==> config.mk <==
export PLATFORM = sky130hd
export DESIGN_NAME = seq_frame_gen
export DESIGN_NICKNAME = d
export VERILOG_FILES = /design/src/rtl/test_seq_pkg.sv /design/src/rtl/seq_frame_gen.sv
export SDC_FILE = /design/constraint.sdc
export NUM_CORES = 1
export LEC_CHECK = 0
export ABC_AREA = 0
export BUFFER_PORTS_ARGS = -buffer_cell sky130_fd_sc_hd__buf_2
export CAP_MARGIN = 20
export CORE_MARGIN = 3
export CORE_UTILIZATION = 30
export CTS_CLUSTER_DIAMETER = 150
export CTS_CLUSTER_SIZE = 28
export DETAILED_ROUTE_END_ITERATION = 8
export PLACE_DENSITY_LB_ADDON = 0.25
export SETUP_SLACK_MARGIN = 0.3
export SYNTH_ARGS = -nofsm -noshare
export SYNTH_HDL_FRONTEND = slang
export SYNTH_SLANG_ARGS = --single-unit
==> constraint.sdc <==
create_clock -name clk -period 10.6 [get_ports clk]
set_input_delay 1.59 -clock clk [delete_from_list [all_inputs] [get_ports clk]]
set_output_delay 1.59 -clock clk [all_outputs]
set_load 0.05 [all_outputs]
==> src/rtl/test_seq_pkg.sv <==
package test_seq_pkg;

  typedef enum logic [3:0] {
    OP_NONE    = 4'd0,
    OP_A_BUS   = 4'd1,
    OP_R_FROM_A = 4'd2,
    OP_OUT_R   = 4'd3,
    OP_OUT_A   = 4'd4,
    OP_R_BUS   = 4'd5,
    OP_A_BUS2  = 4'd6,
    OP_ADD     = 4'd7,
    OP_OR      = 4'd8,
    OP_AND     = 4'd9,
    OP_INV     = 4'd10
  } op_e;

  localparam int NUM_OPS   = 10;
  localparam int FRAME_LEN = 4;

  typedef enum logic [1:0] {
    SLOT_LOAD_R = 2'd0,
    SLOT_LOAD_A = 2'd1,
    SLOT_TEST   = 2'd2,
    SLOT_OBS    = 2'd3
  } slot_e;

endpackage

==> src/rtl/seq_frame_gen.sv <==
module seq_frame_gen
  import test_seq_pkg::*;
#(
  parameter int DW          = 8,
  parameter int SCAN_PAIRS  = 8,
  parameter int A_STEP      = 35,
  parameter int R_STEP      = 45,
  parameter logic [DW-1:0] CONF_A  = 8'h35,
  parameter logic [DW-1:0] CONF_R  = 8'h0F,
  parameter logic [DW-1:0] CONF_IN = 8'hA6,
  parameter int IDX_W       = 5
) (
  input  logic             clk,
  input  logic             rst_n,
  input  logic             start,
  output logic             run_clr,
  output logic             iss_valid,
  input  logic             iss_ready,
  output logic [3:0]       iss_op,
  output logic [DW-1:0]    iss_data,
  output logic             chk_stb,
  output logic [DW-1:0]    chk_exp,
  output logic [IDX_W-1:0] chk_idx,
  output logic             chk_last
);

  localparam int NUM_FRAMES = SCAN_PAIRS + NUM_OPS;
  localparam logic [IDX_W-1:0] LAST_FRAME = IDX_W'(NUM_FRAMES - 1);

  logic             running;
  slot_e            slot;
  logic [IDX_W-1:0] frame;

  logic             is_scan;
  op_e              test_op;
  logic [DW-1:0]    a_val, r_val, bus_test, exp_a;
  logic             fire;

  function automatic logic [DW-1:0] scan_a(input logic [IDX_W-1:0] k);
    logic [DW-1:0] top;
    top = '1;
    return top - DW'(int'(k) * A_STEP);
  endfunction

  function automatic logic [DW-1:0] scan_r(input logic [IDX_W-1:0] k);
    return DW'(1 + int'(k) * R_STEP);
  endfunction

  function automatic logic [DW-1:0] model_a(input op_e op, input logic [DW-1:0] a,
                                            input logic [DW-1:0] r, input logic [DW-1:0] bus);
    case (op)
      OP_A_BUS, OP_A_BUS2: return bus;
      OP_ADD:              return a + r;
      OP_OR:               return a | r;
      OP_AND:              return a & r;
      OP_INV:              return ~a;
      default:             return a;
    endcase
  endfunction

  assign is_scan  = int'(frame) < SCAN_PAIRS;
  assign test_op  = is_scan ? OP_ADD : op_e'(4'(int'(frame) - SCAN_PAIRS + 1));
  assign a_val    = is_scan ? scan_a(frame) : CONF_A;
  assign r_val    = is_scan ? scan_r(frame) : CONF_R;
  assign bus_test = is_scan ? '0 : CONF_IN;
  assign exp_a    = model_a(test_op, a_val, r_val, bus_test);

  assign run_clr   = start && !running;
  assign iss_valid = running;
  assign fire      = running && iss_ready;

  always_comb begin
    case (slot)
      SLOT_LOAD_R: begin iss_op = OP_R_BUS;  iss_data = r_val;    end
      SLOT_LOAD_A: begin iss_op = OP_A_BUS;  iss_data = a_val;    end
      SLOT_TEST:   begin iss_op = test_op;   iss_data = bus_test; end
      default:     begin iss_op = OP_OUT_A;  iss_data = '0;       end
    endcase
  end

  always_ff @(posedge clk or negedge rst_n) begin
    if (!rst_n) begin
      running  <= 1'b0;
      slot     <= SLOT_LOAD_R;
      frame    <= '0;
      chk_stb  <= 1'b0;
      chk_exp  <= '0;
      chk_idx  <= '0;
      chk_last <= 1'b0;
    end else begin
      chk_stb <= fire && (slot == SLOT_OBS);
      if (fire && slot == SLOT_OBS) begin
        chk_exp  <= exp_a;
        chk_idx  <= frame;
        chk_last <= (frame == LAST_FRAME);
      end
      if (run_clr) begin
        running <= 1'b1;
        slot    <= SLOT_LOAD_R;
        frame   <= '0;
      end else if (fire) begin
        slot <= slot_e'(slot + 2'd1);
        if (slot == SLOT_OBS) begin
          frame <= frame + 1'b1;
          if (frame == LAST_FRAME) running <= 1'b0;
        end
      end
    end
  end

endmodule

* Yosys cells after proc, flatten, opt, wreduce, memory -nomap -nowiden
Cells that the tools add are included.
Storage, ports and cells: register bits after elaboration 23, input port bits 4, output and inout port bits 29
Cells by class: $add $sub $neg 7, multipliers 2, order comparisons 1, equality and inequality tests 10, multiplexer cells 16, bitwise operators 3, reductions and logical operators 11
Operators with widths (count):
- $pmux 8 s5 | 1
- $mux 8 | 3
- $pmux 8 s3 | 1
- $mul 5x6->8 const B | 2
- $mux 5 | 3
- $eq 4x4->1 const B | 3
- $pmux 4 s3 | 1
- $add 1x8->8 const A | 1
- $add 8x8->8 | 1
- $and 8x8->8 | 1
- $eq 4x3->1 const B | 2
- $not 8->8 | 1
- $or 8x8->8 | 1
- $sub 8x8->8 const A | 1
- $reduce_bool 2->1 | 3
- $add 5x1->5 const B | 1
- $eq 5x5->1 const B | 1
- $lt 5x4->1 const B | 1
- $add 4x2->4 const B | 1
- $eq 2x2->1 const B | 2
- $eq 4x1->1 const B | 1
- $mux 1 | 4
- $mux 2 | 2
- $mux 4 | 1
- 9 further kinds | 11

* Longest topological paths before layout
depth in word-level cells 6, depth in mapped cells 16

* Least setup slack after synthesis
No wires, ideal clock.
kind reg-to-output, from reg frame[3], to out iss_data[7], arrival 4002 ps, data required time 9010 ps, path slack 5008 ps, cell stages (with the launch flop) 12, cells stage by stage dfrtp_1 > clkbuf_1 > inv_1 > ha_1 > ha_1 > fa_1 > ha_1 > o21ai_0 > o21bai_1 > a21oi_1 > xnor2_1 > o31ai_1
On the way: cells in the longest elaborated chain, start to end 4, elaborated cells on any way between the ends 9
Ends and longest elaborated chain:
- start, declared | line seq_frame_gen.sv:32 | logic [IDX_W-1:0] frame;
- start signal, assigned | line seq_frame_gen.sv:104 | frame <= frame + 1'b1;
- $mul 5x6->8, on equally long branches | line seq_frame_gen.sv:42, seq_frame_gen.sv:46
- $sub 8x8->8 or $add 1x8->8 (tied branches) | line seq_frame_gen.sv:42, seq_frame_gen.sv:46
- $mux 8, on equally long branches | line seq_frame_gen.sv:63, seq_frame_gen.sv:64
- $pmux 8 s3 * | line seq_frame_gen.sv:73 | case (slot)
- end, declared | line seq_frame_gen.sv:20 | output logic [DW-1:0] iss_data,
Every way passes the cells marked *; elsewhere a longest branch is shown, timed or not.

* Final worst setup path
Same ends and word-level chain as after synthesis.

==> flow_summary.ini <==
[status]
status = completed

[min_path]
hp-start = chk_exp[3]
whs_path_depth = 2
holdPathEnd = chk_exp[3]
hold_path_class = reg2reg

[routing]
wl_um = 6840
num_vias = 2297
vias_per_cell = 5.19
drt-initial-drc-count = 91
dr.pass1.iters = 4
drcViolationCount = 0
antenna_left = 0
wl_per_cell_um = 15.4

[clock_network]
cts-root-buf = clkbuf_8
cts.path.max_buffers = 2
cts_hold_buf = 0
cts_setup_buffers = 0
path_clk_slew_ns = 0.09
tritoncts = done
ctsResizeCount = 0
htree_num_levels = 1
clock_latency_ns = 0.27
cts.sinks = 23
cts_buffers = 3

[critical_path]
r2r.worst_path.cells = 14
required_ns = 9.01
crit_type = reg2out
startpoint_type = flip-flop
ff2ff_setup_slack_ns = 6.06
end_kind = output pin
crit_fanout = 16
critical_path.reg2reg.endpoint = chk_exp[7]
arrival_ns = 3.96
crit-reg2reg-launch = frame[3]

[timing]
clock_skew_ns = 0.00295
period_minus_slack_ns = 5.55
rsz0062_at_grt = no
final_max_slew_viol_count = 0
min_period_over_period_pct = 52.4
setup_ws_ns = 5.05
fin_setup_tns_ns = 0
tightest_slew_ns = 0.852
finalSetupViolCount = 0
fmax_ghz = 0.180
relSlewSlack_pct = 41.7
final_hold_viol_count = 0

[synthesis]
synth_ff_type = dfrtp_1
postSynthAreaPerCell_um2 = 8.40
async_flop_share_pct = 100
synthDistinctLibCells = 60
syn_area_mm2 = 0.00266
synth_seq_cells = 23
synthCells = 317
ys_warn_count = 0
synth_nets = 369
seq_area_frac_synth_pct = 21.6
synth_edf_count = 0

[place]
dp_hpwl_um = 5370
portBuffers = 32
dpl_worst_slack_ns = 5.42
place.gp.congestion = 0.873

[cells_and_area]
drive_gt1_share_pct = 14.8
syn_to_final_growth_pct = 10.4
n_antenna_cell = 0
layout.nets = 391

[die]
die-area_mm2 = 0.0100
rows = 33
dieWidth_um = 100
initial_utilization_pct = 31.6
chipHeight_um = 100
io_pins = 33
core_mm2 = 0.00842

[grt]
grt_pass1_wl_um = 11600
track_usage_pct = 14.2
first_global_vias = 2210
antenna_found_initial = 0
grt_max_degree = 30
grt_overflow = 0

[run]
maxCapViolations = 0
-- routing by layer --
metal	up-vias	GRT usage [%]	routed length (µm)
li1	1170	-	-
met1	1068	21.2	3490
met2	53	22.3	2970
met3	6	1.18	313
met4	0	3.21	70
met5	-	0	0
-- through the flow --
stage | cells | utilization (%) | hold slack, ns | cell area [µm²]
floorplan | 317 | - | 0.516 | 2660
global placement | 439 | 34.3 | 0.456 | 2890
detailed placement | 439 | 34.3 | 0.466 | 2890
CTS | 443 | 34.9 | 0.487 | 2940
global route | 443 | 34.9 | 0.518 | 2940
finish | 443 | 34.9 | 0.481 | 2940
-- synth_stat cells, drive strengths merged (4+ instances only) --
| cell type | count | area share, % |
|---|---|---|
| nand2b | 8 | 1.9 |
| nor2 | 22 | 3.2 |
| o22ai | 4 | 0.94 |
| ha | 45 | 21 |
| nor3b | 4 | 1.1 |
| a31oi | 5 | 1.2 |
| o21ai | 20 | 3.8 |
| nor3 | 6 | 1.1 |
| a211oi | 4 | 1.1 |
| dfrtp | 23 | 22 |
| a221oi | 4 | 1.3 |
| clkbuf | 12 | 1.7 |
| nand3 | 8 | 1.5 |
| nor4 | 5 | 1.6 |
| buf | 5 | 1.2 |
| a21oi | 13 | 2.4 |
| inv | 29 | 4.1 |
| nor2b | 4 | 0.94 |
| nand2 | 33 | 4.7 |
| xnor2 | 14 | 4.9 |
-- kinds of logic after synthesis --
| family | Yosys count | share of synthesized area, % |
|---|---|---|
| AND/OR/NAND/NOR | 101 | 19.6 |
| AO/OA/AOI/OAI | 78 | 19.9 |
| adder cells (fa/ha/maj) | 48 | 23.4 |
| buffers and inverters | 46 | 7.00 |
| flip-flops | 23 | 21.6 |
| XOR/XNOR | 17 | 6.86 |
| multiplexers | 4 | 1.60 |
-- registers in the layout, summed over array words and instances (netlist names) --
register	cells
chk_exp	8
iss_valid	1
chk_last	1
chk_idx	5
slot	2
chk_stb	1
frame	5
-- worst max-delay path, cell delays in order, from the launching register on --
cell	delay, ns
dfrtp_1	0.75
inv_1	0.24
ha_1	0.36
ha_1	0.32
fa_1	0.47
ha_1	0.35
o21ai_0	0.13
o21bai_1	0.09
a21oi_1	0.20
xnor2_1	0.14
o31ai_1	0.32
buf_2	0.33
-- worst max path at each step --
| stage | from | end | slack [ns] | depth (start not counted) |
|---|---|---|---|---|
| 2_1_floorplan | frame[3] | iss_data[7] | 5.01 | 11 |
| 3_3_place_gp | frame[3] | iss_data[7] | 5.48 | 11 |
| 3_5_place_dp | frame[3] | iss_data[7] | 5.42 | 11 |
| 4_1_cts | frame[3] | iss_data[7] | 5.10 | 11 |
| 5_1_grt | frame[3] | iss_data[7] | 4.86 | 11 |
| 6_report | frame[3] | iss_data[7] | 5.05 | 11 |
-- layout by cell type (no fill, tap or decap), drive strengths merged, types with 3 or more instances in the layout --
cell	count
o21ai	20
a222oi	3
ha	45
xnor2	14
a221oi	4
nor2	22
nand3	8
xor2	3
o31ai	3
a21oi	13
nor3b	4
o22ai	4
nor4	5
nor3	6
inv	29
clkbuf	3
fa	3
dfrtp	23
a21o	3
a211oi	4
nor2b	4
nand2b	8
nand2	33
o21a	3
a31oi	5
buf	34
-- layout make-up --
type / instances / area [µm²]
Fill cell: 906 / 5480
Multi-Input combinational cell: 248 / 1900
Clock inverter: 1 / 7.51
Clock buffer: 3 / 41.3
Sequential cell: 23 / 576
Inverter: 29 / 109
Timing Repair Buffer: 34 / 175
Tap cell: 105 / 131
Power is left out: the tool's default activity adds up to more than one toggle a clock period on the data nets, which glitch-free logic cannot reach.
